### config.mk
export PLATFORM = sky130hd
export DESIGN_NAME = bus_grant_arbiter
export DESIGN_NICKNAME = d
export VERILOG_FILES = /design/src/rtl/arb_pkg.sv /design/src/rtl/arb_level_pick.sv /design/src/rtl/arb_grant_fsm.sv /design/src/rtl/bus_grant_arbiter.sv
export SDC_FILE = /design/constraint.sdc
export NUM_CORES = 1
export LEC_CHECK = 0
export ABC_AREA = 1
export BUFFER_PORTS_ARGS = -buffer_cell sky130_fd_sc_hd__buf_2
export CAP_MARGIN = 25
export CORE_UTILIZATION = 26
export DETAILED_ROUTE_END_ITERATION = 10
export GPL_TIMING_DRIVEN = 0
export SLEW_MARGIN = 5
export SYNTH_ARGS = -nofsm -noshare
export SYNTH_HDL_FRONTEND = slang
export SYNTH_SLANG_ARGS = --single-unit
### constraint.sdc
create_clock -name clk -period 1.4 [get_ports clk]
set_input_delay 0.07 -clock clk [delete_from_list [all_inputs] [get_ports clk]]
set_output_delay 0.07 -clock clk [all_outputs]
set_load 0.1 [all_outputs]
### src/rtl/arb_pkg.sv
// Shared types for the bus request arbiter.
package arb_pkg;
    // Arbiter phase: free to grant, grant offered, selection held
    typedef enum logic [1:0] {
        ARB_IDLE  = 2'd0,
        ARB_OFFER = 2'd1,
        ARB_HELD  = 2'd2
    } arb_state_e;
endpackage

### src/rtl/arb_level_pick.sv
// Picks the highest request level strictly above the processor priority.
// Assumes bit i of br_req stands for level BASE_LVL+i, higher index = higher level.
module arb_level_pick #(
    parameter int NUM_BR   = 4,
    parameter int BASE_LVL = 4,
    parameter int PRI_W    = 3,
    parameter int IDX_W    = (NUM_BR > 1) ? $clog2(NUM_BR) : 1
) (
    input  logic [NUM_BR-1:0] br_req,
    input  logic [PRI_W-1:0]  cpu_pri,
    output logic              win_valid,
    output logic [IDX_W-1:0]  win_idx
);
    logic [NUM_BR-1:0] elig;

    // One comparator per level: request present and level above processor
    for (genvar i = 0; i < NUM_BR; i++) begin : g_elig
        localparam logic [PRI_W:0] LVL = (PRI_W+1)'(BASE_LVL + i);
        assign elig[i] = br_req[i] && (LVL > {1'b0, cpu_pri});
    end

    // Priority encode: the last eligible index scanned is the highest level
    always_comb begin
        win_valid = 1'b0;
        win_idx   = '0;
        for (int i = 0; i < NUM_BR; i++) begin
            if (elig[i]) begin
                win_valid = 1'b1;
                win_idx   = IDX_W'(i);
            end
        end
    end
endmodule

### src/rtl/arb_grant_fsm.sv
// Grant sequencer: issues at most one grant, withdraws it on acknowledge
// or on request loss, and holds off further grants until the selected
// device has taken the bus (ack low while busy high).
// Grant vector bit NUM_BR is the direct-memory line, bits below are levels.
module arb_grant_fsm
    import arb_pkg::*;
#(
    parameter int NUM_BR = 4,
    parameter int IDX_W  = (NUM_BR > 1) ? $clog2(NUM_BR) : 1
) (
    input  logic              clk,
    input  logic              rst_n,
    input  logic              npr_req,
    input  logic [NUM_BR-1:0] br_req,
    input  logic              instr_end,
    input  logic              sel_ack,
    input  logic              bus_busy,
    input  logic              win_valid,
    input  logic [IDX_W-1:0]  win_idx,
    output logic [NUM_BR:0]   grant_vec
);
    localparam int GV_W = NUM_BR + 1;

    arb_state_e      state_q, state_d;
    logic [NUM_BR:0] grant_q, grant_d;
    logic [NUM_BR:0] req_all;
    logic            held_req;

    assign req_all  = {npr_req, br_req};
    assign held_req = |(grant_q & req_all);

    // Next-state and next-grant decision
    always_comb begin
        state_d = state_q;
        grant_d = grant_q;
        unique case (state_q)
            ARB_IDLE: begin
                if (!sel_ack) begin
                    if (npr_req) begin
                        grant_d = GV_W'(1) << NUM_BR;
                        state_d = ARB_OFFER;
                    end else if (instr_end && win_valid) begin
                        grant_d = GV_W'(1) << win_idx;
                        state_d = ARB_OFFER;
                    end
                end
            end
            ARB_OFFER: begin
                if (sel_ack) begin
                    grant_d = '0;
                    state_d = ARB_HELD;
                end else if (!held_req) begin
                    grant_d = '0;
                    state_d = ARB_IDLE;
                end
            end
            ARB_HELD: begin
                grant_d = '0;
                if (!sel_ack && bus_busy) state_d = ARB_IDLE;
            end
            default: begin
                grant_d = '0;
                state_d = ARB_IDLE;
            end
        endcase
    end

    // State and grant registers with synchronous reset
    always_ff @(posedge clk) begin
        if (!rst_n) begin
            state_q <= ARB_IDLE;
            grant_q <= '0;
        end else begin
            state_q <= state_d;
            grant_q <= grant_d;
        end
    end

    assign grant_vec = grant_q;
endmodule

### src/rtl/bus_grant_arbiter.sv
// Top of the bus request arbiter: level selection feeding the grant
// sequencer. Assumes all inputs are synchronous to clk.
module bus_grant_arbiter #(
    parameter int NUM_BR   = 4,
    parameter int BASE_LVL = 4,
    parameter int PRI_W    = 3
) (
    input  logic              clk,
    input  logic              rst_n,
    input  logic              npr_req,
    input  logic [NUM_BR-1:0] br_req,
    input  logic [PRI_W-1:0]  cpu_pri,
    input  logic              instr_end,
    input  logic              sel_ack,
    input  logic              bus_busy,
    output logic              npr_grant,
    output logic [NUM_BR-1:0] br_grant
);
    localparam int IDX_W = (NUM_BR > 1) ? $clog2(NUM_BR) : 1;

    logic             win_valid;
    logic [IDX_W-1:0] win_idx;
    logic [NUM_BR:0]  grant_vec;

    arb_level_pick #(
        .NUM_BR(NUM_BR), .BASE_LVL(BASE_LVL), .PRI_W(PRI_W), .IDX_W(IDX_W)
    ) u_pick (
        .br_req   (br_req),
        .cpu_pri  (cpu_pri),
        .win_valid(win_valid),
        .win_idx  (win_idx)
    );

    arb_grant_fsm #(
        .NUM_BR(NUM_BR), .IDX_W(IDX_W)
    ) u_fsm (
        .clk      (clk),
        .rst_n    (rst_n),
        .npr_req  (npr_req),
        .br_req   (br_req),
        .instr_end(instr_end),
        .sel_ack  (sel_ack),
        .bus_busy (bus_busy),
        .win_valid(win_valid),
        .win_idx  (win_idx),
        .grant_vec(grant_vec)
    );

    assign npr_grant = grant_vec[NUM_BR];
    assign br_grant  = grant_vec[NUM_BR-1:0];
endmodule

==> flow_metrics.env, run 1 <==
export IMPL_fin_crit_sh=0.899
export IMPL_tritoncts="done"
export IMPL_antenna_left=0
export IMPL_synth_most_common_cell="nand2_1"
export IMPL_setup_viol=0
export IMPL_synth_avg_cell_area_sq_um=6.44
export IMPL_setup_tns_ns=0
export IMPL_insertion_delay_ns=0.25
export IMPL_synth_edff_count=0
export IMPL_ys_types=17
export IMPL_htreeDepth=1
export IMPL_hold_buffers=0
export IMPL_synth_area_top_cells="dfxtp_1 (27%), nand2_1 (18%), nor2_1 (9.5%)"
export IMPL_p_comb_frac=0.497
export IMPL_rows=15
export IMPL_cellLeakagePower_uw=0.000333
export IMPL_fmax_ghz=0.795
export IMPL_fin_util=0.373
export IMPL_clkSlewWorstSetupHoldPaths_ns=0.05
export IMPL_clockBufferDepth=2
export IMPL_clock_skew_ns=0.000133
export IMPL_post_route_min_period_ns=1.26
export IMPL_die_y_um=46.5
export IMPL_synthFlopType="dfxtp_1"
export IMPL_crit_fanout=7
export IMPL_synth_top_area_frac=0.272
export IMPL_antenna_found_initial=0
export IMPL_async_reset_ff_frac=0
export IMPL_internal_power_uw=464
export IMPL_avgViaCountPerCell=4.28
export IMPL_yosysWarnings=0
export IMPL_crit_path_cell_trace="nor2_4 > nand2_2 > nor2_2 > inv_1 > nand2_4 > nor2_4 > nand2_1 > nand2_1 > nor2_1"
export IMPL_cp_data_arrival_time_ns=1.45
export IMPL_synth_commonest_cells="nand2_1 (25), nor2_1 (13), dfxtp_1 (7)"
export IMPL_critical_path_buf_inv_count=1
export IMPL_slowest_stage="dfxtp_1"
export IMPL_cts_root_buf="clkbuf_4"
export IMPL_switchingPower_uw=428
export IMPL_routed_wl_um=1130
export IMPL_core_area_sq_mm=0.00178
export IMPL_clock_sinks=7
export IMPL_status="finished, final reports clean"
export IMPL_ir_drop_mv=0.425
export IMPL_place_congestion=0.777
export IMPL_crit_family="simple AND/OR/NAND/NOR gates"
export IMPL_cts_setup_buffers=0
export IMPL_power_density_mw_per_mm2=1340
export IMPL_hp_class="in2reg"
export IMPL_layout_drive_gt1_share=0.376
export IMPL_diodes=0
export IMPL_rsz0062_at_grt="no"
export IMPL_drt_iter0_markers=12
export IMPL_grt_pass1_vias=481
export IMPL_dr_total_vias=539
export IMPL_syn_inst=80
export IMPL_drcViolationCount=0
export IMPL_portBuffers=17
export IMPL_synth_cell_area_sq_um=515
export IMPL_startpoint_type="flip-flop"
export IMPL_initial_core_util=0.289
export IMPL_drv_slew=0
export IMPL_cp_end_kind="flip-flop"
export IMPL_clkPwrFrac=0.210
export IMPL_slew_headroom=0.680
export IMPL_crit_required_ns=1.59
export IMPL_die_w_um=46.5
export IMPL_io_pins=18
export IMPL_syn_nets=93
export IMPL_grtUsageTotal=0.123
export IMPL_swShare=0.480
export IMPL_grt_pass1_wl_um=1880
export IMPL_drtPass1Iterations=4
export IMPL_dieArea_sq_mm=0.00216
export IMPL_wire_per_inst_um=8.95
export IMPL_pwr_share_seq=0.293
export IMPL_cpPeakStageDelay_ns=0.35
export IMPL_nNetsFinal=115
export IMPL_grt_max_degree=8
export IMPL_maxCapViolCount=0
export IMPL_ys_seq_elements=7
export IMPL_yosys_area_top_type="dfxtp_1"
export IMPL_syn_to_final_growth_pct=28.9
export IMPL_dp_hpwl_um=945
export IMPL_grt_ovfl_total=0
export IMPL_numCtsBuffers=3
export IMPL_tightest_slew_ns=0.483
export IMPL_path_class="reg2reg"
export IMPL_postCtsResizedCells=0
export IMPL_synth_seq_area_share=0.272
export IMPL_timing_final_hold_violations=0
tightest hold or removal path, stage by stage:
cell and delay, ns:
buf_2 0.12, nand2_1 0.06, nor2_1 0.03
path summary, 6_finish.rpt:
path              cells past startpoint                            start                              end  slack, ns
hold reg to reg                       2  u_fsm.grant_vec[2]$_SDFFE_PN0P_  u_fsm.grant_vec[2]$_SDFFE_PN0P_       0.49
setup reg to reg                      9    u_fsm.state_q[0]$_SDFFE_PN0P_  u_fsm.grant_vec[4]$_SDFFE_PN0P_       0.14
setup / recovery                      9    u_fsm.state_q[0]$_SDFFE_PN0P_  u_fsm.grant_vec[4]$_SDFFE_PN0P_       0.14
hold / removal                        3                            rst_n  u_fsm.grant_vec[2]$_SDFFE_PN0P_       0.07
metal layers:
metal  vias to the layer above  track usage  wire length (um)
met1                       231        0.147               536
met2                        13        0.203               547
li1                        293            -                 -
met5                         -            0                 0
met4                         0       0.0882                 9
met3                         2       0.0118                34
per-stage QoR:
| stage | std cells | total power, uW | hold slack, ns | cell area, sq um | setup WS, ns |
|---|---|---|---|---|---|
| after floorplan | 80 | 633 | 0.183 | 522 | 0.0562 |
| after global placement | 122 | 709 | 0.329 | 638 | 0.175 |
| after detailed placement | 122 | 711 | 0.329 | 638 | 0.146 |
| after CTS | 126 | 905 | 0.0549 | 664 | 0.131 |
| after global routing | 126 | 962 | 0.0709 | 664 | 0.0274 |
| final | 126 | 892 | 0.0684 | 664 | 0.142 |
cells in the final DEF (no fill, tap or decap):
cell type / netlist / final
nor2_1: 13 / 13
nand3_1: 5 / 5
o21bai_1: 4 / 4
nor2_2: 1 / 1
and2_1: 1 / 1
clkbuf_4: 0 / 3
inv_2: 2 / 2
o21bai_2: 1 / 1
buf_2: 0 / 17
nor3_1: 3 / 3
nand3_4: 1 / 1
clkbuf_1: 0 / 1
dfxtp_1: 7 / 2
nand4_1: 1 / 1
nand2_1: 25 / 25
a21oi_1: 2 / 2
inv_1: 6 / 6
nor2_4: 3 / 3
nand2_4: 2 / 2
dfxtp_2: 0 / 5
nand2_2: 3 / 3
area by class of cell:
class	instances	area [sq um]
Fill cell	189	1120
Tap cell	25	31.3
Inverter	8	30.0
Multi-Input combinational cell	65	345
Clock buffer	4	26.3
Sequential cell	7	146
Timing Repair Buffer	17	85.1
registers in the layout, summed over array words and instances, names as in the netlist:
name,count
u_fsm.grant_vec,5
u_fsm.state_q,2
power groups by stage:
stage	logic [uW]	registers (uW)	clock network [uW]
CTS	446	262	197
floorplan	198	435	0
global route	483	267	211
global placement	443	266	0
detailed placement	445	266	0
finish	443	262	187
cells by family after synthesis:
logic type | Yosys count | share of synthesized area
AOI/OAI and AO/OA | 7 | 0.0995
buffers and inverters | 8 | 0.0583
and+or+nand+nor | 58 | 0.570
DFF | 7 | 0.272
(Power assumes the default switching activity.)
==> run 2: changes to the inputs <==
--- a/config.mk
+++ b/config.mk
@@ -8,10 +8,13 @@
 export ABC_AREA = 1
 export BUFFER_PORTS_ARGS = -buffer_cell sky130_fd_sc_hd__buf_2
 export CAP_MARGIN = 25
+export CORE_MARGIN = 2
 export CORE_UTILIZATION = 26
 export DETAILED_ROUTE_END_ITERATION = 10
 export GPL_TIMING_DRIVEN = 0
+export SETUP_SLACK_MARGIN = 0.2
 export SLEW_MARGIN = 5
 export SYNTH_ARGS = -nofsm -noshare
 export SYNTH_HDL_FRONTEND = slang
+export SYNTH_HIERARCHICAL = 1
 export SYNTH_SLANG_ARGS = --single-unit
==> run 2 against run 1 <==
Global-route usage shrank 1.2 points. Maximum frequency grew 8.7%. Sequential cell count is the same. Clock power is essentially flat. First-iteration DRC count shrank 42%. Critical path type unchanged. Cell count grew 1.6%. Hold slack gained 0.035 ns. Sequential share of layout area shrank 0.36 points. Largest power group unchanged. Sequential power shrank 2%. Clock skew grew 0.0060 ns. Synthesized cell count grew 1.3%. Count of clock-buffer cells in the layout is the same.
==> flow_metrics.env, run 2 <==
export IMPL_async_reset_ff_frac=0
export IMPL_drt_iter0_markers=7
export IMPL_fin_ws_ns=0.243
export IMPL_dr_wl_met3_um=65
export IMPL_top_layer="met4"
export IMPL_numCtsBuffers=3
export IMPL_routed_wl_um=1190
export IMPL_synth_edff_count=0
export IMPL_synth_seq_area_share=0.276
export IMPL_ys_seq_elements=7
export IMPL_hp_class="in2reg"
export IMPL_yosys_area_top_type="dfxtp_1"
export IMPL_synth_area_top_cells="dfxtp_1 (28%), nand2_1 (18%), inv_1 (10%)"
export IMPL_core_area_sq_mm=0.00178
export IMPL_rsz0062_at_grt="yes"
export IMPL_clkSlewWorstSetupHoldPaths_ns=0.06
export IMPL_io_pins=18
export IMPL_drtPass1Iterations=4
export IMPL_dieArea_sq_mm=0.00232
export IMPL_crit_required_ns=1.58
export IMPL_clockBufferDepth=2
export IMPL_antenna_found_initial=0
export IMPL_maxCapViolCount=0
export IMPL_yosysWarnings=6
export IMPL_portBuffers=17
export IMPL_drcViolationCount=0
export IMPL_synth_avg_cell_area_sq_um=6.27
export IMPL_timing_final_hold_violations=0
export IMPL_wire_per_inst_um=9.29
export IMPL_insertion_delay_ns=0.25
export IMPL_final_common_cell="nand2_1"
export IMPL_tightest_slew_ns=0.484
export IMPL_fmax_ghz=0.864
export IMPL_fin_util=0.411
export IMPL_dpl_cell_count=123
export IMPL_synth_top_area_frac=0.276
export IMPL_nFillCells=195
export IMPL_synth_most_common_cell="nand2_1"
export IMPL_avgViaCountPerCell=4.41
export IMPL_die_w_um=48.2
export IMPL_grt_ovfl_total=0
export IMPL_grtUsageTotal=0.112
export IMPL_largest_reg_flops=5
export IMPL_syn_inst=81
export IMPL_startpoint_type="flip-flop"
export IMPL_post_route_min_period_ns=1.16
export IMPL_synthFlopType="dfxtp_1"
export IMPL_syn_to_final_growth_pct=44.3
export IMPL_crit_fanout=8
export IMPL_nNetsFinal=117
export IMPL_diodes=0
export IMPL_pre_cts_slack_ns=0.117
export IMPL_ir_drop_mv=0.437
export IMPL_die_y_um=48.2
export IMPL_path_class="reg2reg"
export IMPL_cellLeakagePower_uw=0.000398
export IMPL_layout_common_cells="nand2_1 (18), buf_2 (17), inv_1 (14)"
export IMPL_wl_met1_um=535
export IMPL_fin_crit_sh=0.827
export IMPL_synth_cell_area_sq_um=508
export IMPL_cp_data_arrival_time_ns=1.34
export IMPL_syn_nets=94
export IMPL_drv_slew=0
export IMPL_layout_drive_gt1_share=0.495
export IMPL_tritoncts="done"
export IMPL_clock_sinks=7
export IMPL_place_congestion=0.746
export IMPL_grt_pass1_wl_um=1700
export IMPL_setup_tns_ns=0
export IMPL_ys_types=17
export IMPL_setup_viol=0
export IMPL_synth_commonest_cells="nand2_1 (24), inv_1 (14), dfxtp_1 (7), nor2_1 (7), nand2_2 (6)"
export IMPL_rows=15
export IMPL_initial_core_util=0.285
export IMPL_layoutNonFillerInstCount=128
export IMPL_antenna_left=0
export IMPL_cp_end_kind="flip-flop"
export IMPL_clock_skew_ns=0.00609
export IMPL_cts_root_buf="clkbuf_4"
export IMPL_power_density_mw_per_mm2=1130
export IMPL_hold_buffers=0
export IMPL_grt_max_degree=9
export IMPL_slew_headroom=0.680
export IMPL_dp_hpwl_um=901
export IMPL_htreeDepth=1
export IMPL_status="finished, final reports clean"
export IMPL_grt_pass1_vias=430
export IMPL_dr_total_vias=564
export IMPL_wl_met2_um=569
[run 2: changes by cell type in the layout (fill, tap and decap cells not counted), moves of 3 or more]
cell and change:
dfxtp_4 +5, nor2_2 +5, nand2_2 +6, nand4_1 +3, nor2_1 -9, inv_1 +8
nor3_1 -3, o21bai_1 -4, nand2_1 -7, dfxtp_2 -5
[run 2: final timing paths]
path,startpoint,end,slack [ns],cells after the start
setup / recovery,u_fsm/grant_vec[2]$_SDFFE_PN0P_,u_fsm/grant_vec[0]$_SDFFE_PN0P_,0.24,7
hold / removal,rst_n,u_fsm/grant_vec[2]$_SDFFE_PN0P_,0.10,3
hold reg to reg,u_fsm/grant_vec[3]$_SDFFE_PN0P_,u_fsm/grant_vec[3]$_SDFFE_PN0P_,0.54,4
setup reg to reg,u_fsm/grant_vec[2]$_SDFFE_PN0P_,u_fsm/grant_vec[0]$_SDFFE_PN0P_,0.24,7
[run 2: stage by stage]
| stage | hold slack [ns] | instance area [sq um] | total power, uW |
|---|---|---|---|
| after floorplan | 0.168 | 527 | 542 |
| after global placement | 0.367 | 643 | 607 |
| after CTS | 0.0919 | 669 | 803 |
| after global routing | 0.109 | 733 | 887 |
| final | 0.104 | 733 | 827 |
| after detailed placement | 0.364 | 643 | 609 |
[run 2: cell families after synthesis]
family | Yosys count | synth area share
simple gates | 53 | 0.520
buf+inv | 16 | 0.118
flops | 7 | 0.276
compound gates | 5 | 0.0862
[run 2: area by class of cell]
class / count / area (sq um) / share of cell area
Timing Repair Buffer: 18 / 92.6 / 0.126
Inverter: 16 / 60.1 / 0.0819
Clock buffer: 4 / 26.3 / 0.0358
Multi-Input combinational cell: 58 / 364 / 0.497
Tap cell: 25 / 31.3 / 0.0427
Sequential cell: 7 / 159 / 0.217
[run 2: per-layer routing]
layer / vias up / global-route usage
met3: 2 / 0.0444
met1: 252 / 0.120
met2: 14 / 0.184
met4: 0 / 0.0649
li1: 296 / -
met5: - / 0
[run 2: worst max-delay path, cell delays in order (launching register included)]
cell,delay (ns)
dfxtp_4,0.35
nand2_4,0.06
nand3_4,0.08
o21bai_4,0.19
nand3_4,0.16
nand2_2,0.11
nand2_2,0.05
nor2_2,0.09
[run 2: what timing repair did]
action / in CTS / in global routing
gates resized for setup: 0 / 15
hold endpoints to repair: 0 / 0
endpoints found under the setup margin: 0 / 5
setup buffers: 0 / 1
[run 2: where the power goes]
part / switching (uW) / internal [uW]
Clock: 77.4 / 109
Sequential: 27.6 / 229
Combinational: 282 / 102
==> run 3: changes to the inputs <==
==> constraint.sdc (replaced) <==
create_clock -name clk -period 0.95 [get_ports clk]
set_input_delay 0.0475 -clock clk [delete_from_list [all_inputs] [get_ports clk]]
set_output_delay 0.0475 -clock clk [all_outputs]
set_load 0.1 [all_outputs]
==> run 3 against run 2 <==
The run now ends with setup timing left. Die area unchanged. Utilization increased by 7.9 points. Sequential share of layout area down 2.6 points. Clock power rose by 52%. Worst setup slack worse by 0.43 ns. Sequential power up 45%. Register-to-register slack got worse by 0.43 ns. Critical path depth decreased by 1. Power rose by 72%. Critical path type unchanged. Largest power group unchanged. Highest routed layer unchanged.
==> flow_metrics.env, run 3 (same netlist as run 2, synthesis figures left out) <==
export IMPL_fmax_ghz=0.878
export IMPL_tritoncts="done"
export IMPL_crit_fanout=8
export IMPL_rsz0062_at_grt="yes"
export IMPL_nNetsFinal=124
export IMPL_grt_max_degree=9
export IMPL_htreeDepth=1
export IMPL_core_area_sq_mm=0.00178
export IMPL_grt_met3_usage=0.0222
export IMPL_violations="setup timing"
export IMPL_startpoint_type="flip-flop"
export IMPL_r2r_start="u_fsm/grant_vec[0]$_SDFFE_PN0P_"
export IMPL_pre_cts_slack_ns=-0.335
export IMPL_power_density_mw_per_mm2=1620
export IMPL_clock_skew_ns=0.00536
export IMPL_cp_depth=6
export IMPL_final_common_cell="nand2_1"
export IMPL_crit_family="simple AND/OR/NAND/NOR gates"
export IMPL_clockBufferDepth=2
export IMPL_syn_to_final_growth_pct=72.2
export IMPL_place_congestion=0.727
export IMPL_dp_hpwl_um=992
export IMPL_ir_drop_mv=0.776
export IMPL_die_y_um=48.2
export IMPL_grt_pass1_wl_um=2210
export IMPL_cts_root_buf="clkbuf_4"
export IMPL_die_w_um=48.2
export IMPL_grt_busiest_layer="met2"
export IMPL_layout_common_cells="nand2_1 (16), nand2_2 (13), buf_2 (12), inv_1 (12), dfxtp_4 (7)"
export IMPL_fin_ws_ns=-0.188
export IMPL_grtUsageTotal=0.141
export IMPL_drt_iter0_markers=19
export IMPL_timing_final_hold_violations=0
export IMPL_dieArea_sq_mm=0.00232
export IMPL_gr_usage_met1=0.137
export IMPL_io_pins=18
export IMPL_nFillCells=169
export IMPL_insertion_delay_ns=0.26
export IMPL_clock_sinks=7
export IMPL_dr_total_vias=609
export IMPL_slew_headroom=0.790
export IMPL_layout_drive_gt1_share=0.582
export IMPL_setup_viol=7
export IMPL_cp_data_arrival_time_ns=1.29
export IMPL_routed_wl_um=1450
export IMPL_tightest_slew_ns=0.312
export IMPL_maxCapViolCount=0
export IMPL_drtPass1Iterations=4
export IMPL_crit_path_cell_trace="nand2_2 > nand3_2 > o21bai_4 > nand3_4 > nor2_2 > nor2_2"
export IMPL_finalInstanceArea_sq_um=875
export IMPL_cpPeakStageDelay_ns=0.34
export IMPL_numCtsBuffers=3
export IMPL_initial_core_util=0.285
export IMPL_avgViaCountPerCell=4.51
export IMPL_clkSlewWorstSetupHoldPaths_ns=0.06
export IMPL_largest_reg_flops=5
export IMPL_path_class="reg2reg"
export IMPL_diodes=0
export IMPL_rr_worst_depth=6
export IMPL_cellLeakagePower_uw=0.000434
export IMPL_grt_pass1_vias=577
export IMPL_hp_class="in2reg"
export IMPL_portBuffers=17
export IMPL_critical_path_buf_inv_count=0
export IMPL_post_route_min_period_ns=1.14
export IMPL_cp_end_kind="flip-flop"
export IMPL_critPathMostFrequentCell="nor2_2"
export IMPL_grt_ovfl_total=0
export IMPL_setup_worst_path_start="u_fsm/grant_vec[0]$_SDFFE_PN0P_"
export IMPL_status="complete, but fails checks"
export IMPL_antenna_left=0
export IMPL_grt_util_met2=0.266
export IMPL_min_path_cells=3
export IMPL_slowest_stage="dfxtp_4"
export IMPL_hold_start="rst_n"
export IMPL_crit_required_ns=1.11
export IMPL_rows=15
export IMPL_drv_slew=0
export IMPL_placed_area_sq_um=663
export IMPL_drcViolationCount=0
export IMPL_fin_crit_sh=1.20
export IMPL_antenna_found_initial=0
export IMPL_wire_per_inst_um=10.7
==> run 3: cell types whose count changed in the layout (fill, tap and decap cells not counted), sizes merged <==
cell / delta
buf: +7
==> run 3: area by class of cell <==
type,count,area [sq um],area share
Multi-Input combinational cell,58,352,0.402
Timing Repair Buffer,25,239,0.273
Sequential cell,7,166,0.190
Inverter,16,60.1,0.0687
Tap cell,25,31.3,0.0358
Clock buffer,4,26.3,0.0300
==> run 3: worst register-to-register path, cell delays in order (launching register included) <==
cell      delay [ns]
dfxtp_4         0.34
nand2_2         0.05
nand3_2         0.09
o21bai_4        0.20
nand3_4         0.17
nor2_2          0.14
nor2_2          0.05
==> run 3: through the flow <==
stage                     hold slack [ns]  TNS (ns)  instances  utilization  total power (uW)
final                              0.0879     -1.13        135        0.491              1420
after global routing               0.0898     -1.53        135        0.491              1500
after CTS                          0.0853    -0.882        133        0.476              1410
after floorplan                     0.145     -1.29         81            -               813
after detailed placement            0.358     -1.69        123        0.372               922
after global placement              0.350     -1.61        123        0.372               916
==> run 3: power breakdown <==
group | leakage, uW | internal (uW) | switching (uW) | total (uW)
Clock | 0.0000150 | 161 | 121 | 282
Combinational | 0.000356 | 301 | 465 | 767
Sequential | 0.0000624 | 338 | 34.7 | 373
Total | 0.000434 | 800 | 621 | 1420
==> run 3: final timing paths <==
check / endpoint / slack [ns]
setup / recovery: u_fsm/grant_vec[4]$_SDFFE_PN0P_ / -0.19
hold / removal: u_fsm/grant_vec[4]$_SDFFE_PN0P_ / 0.09
setup reg to reg: u_fsm/grant_vec[4]$_SDFFE_PN0P_ / -0.19
hold reg to reg: u_fsm/state_q[1]$_SDFFE_PN0P_ / 0.53
==> run 3: what timing repair did <==
action	4_1_cts	5_1_grt
hold buffers	0	0
endpoints found under the setup margin	12	12
setup buffers	6	2
pin swaps	8	6
resized for setup	34	5
==> run 3: routing by layer <==
layer  wire (um)  part of all wire
met1         564              0.39
met2         766              0.53
met3          78             0.054
met4          41             0.028
met5           0                 0
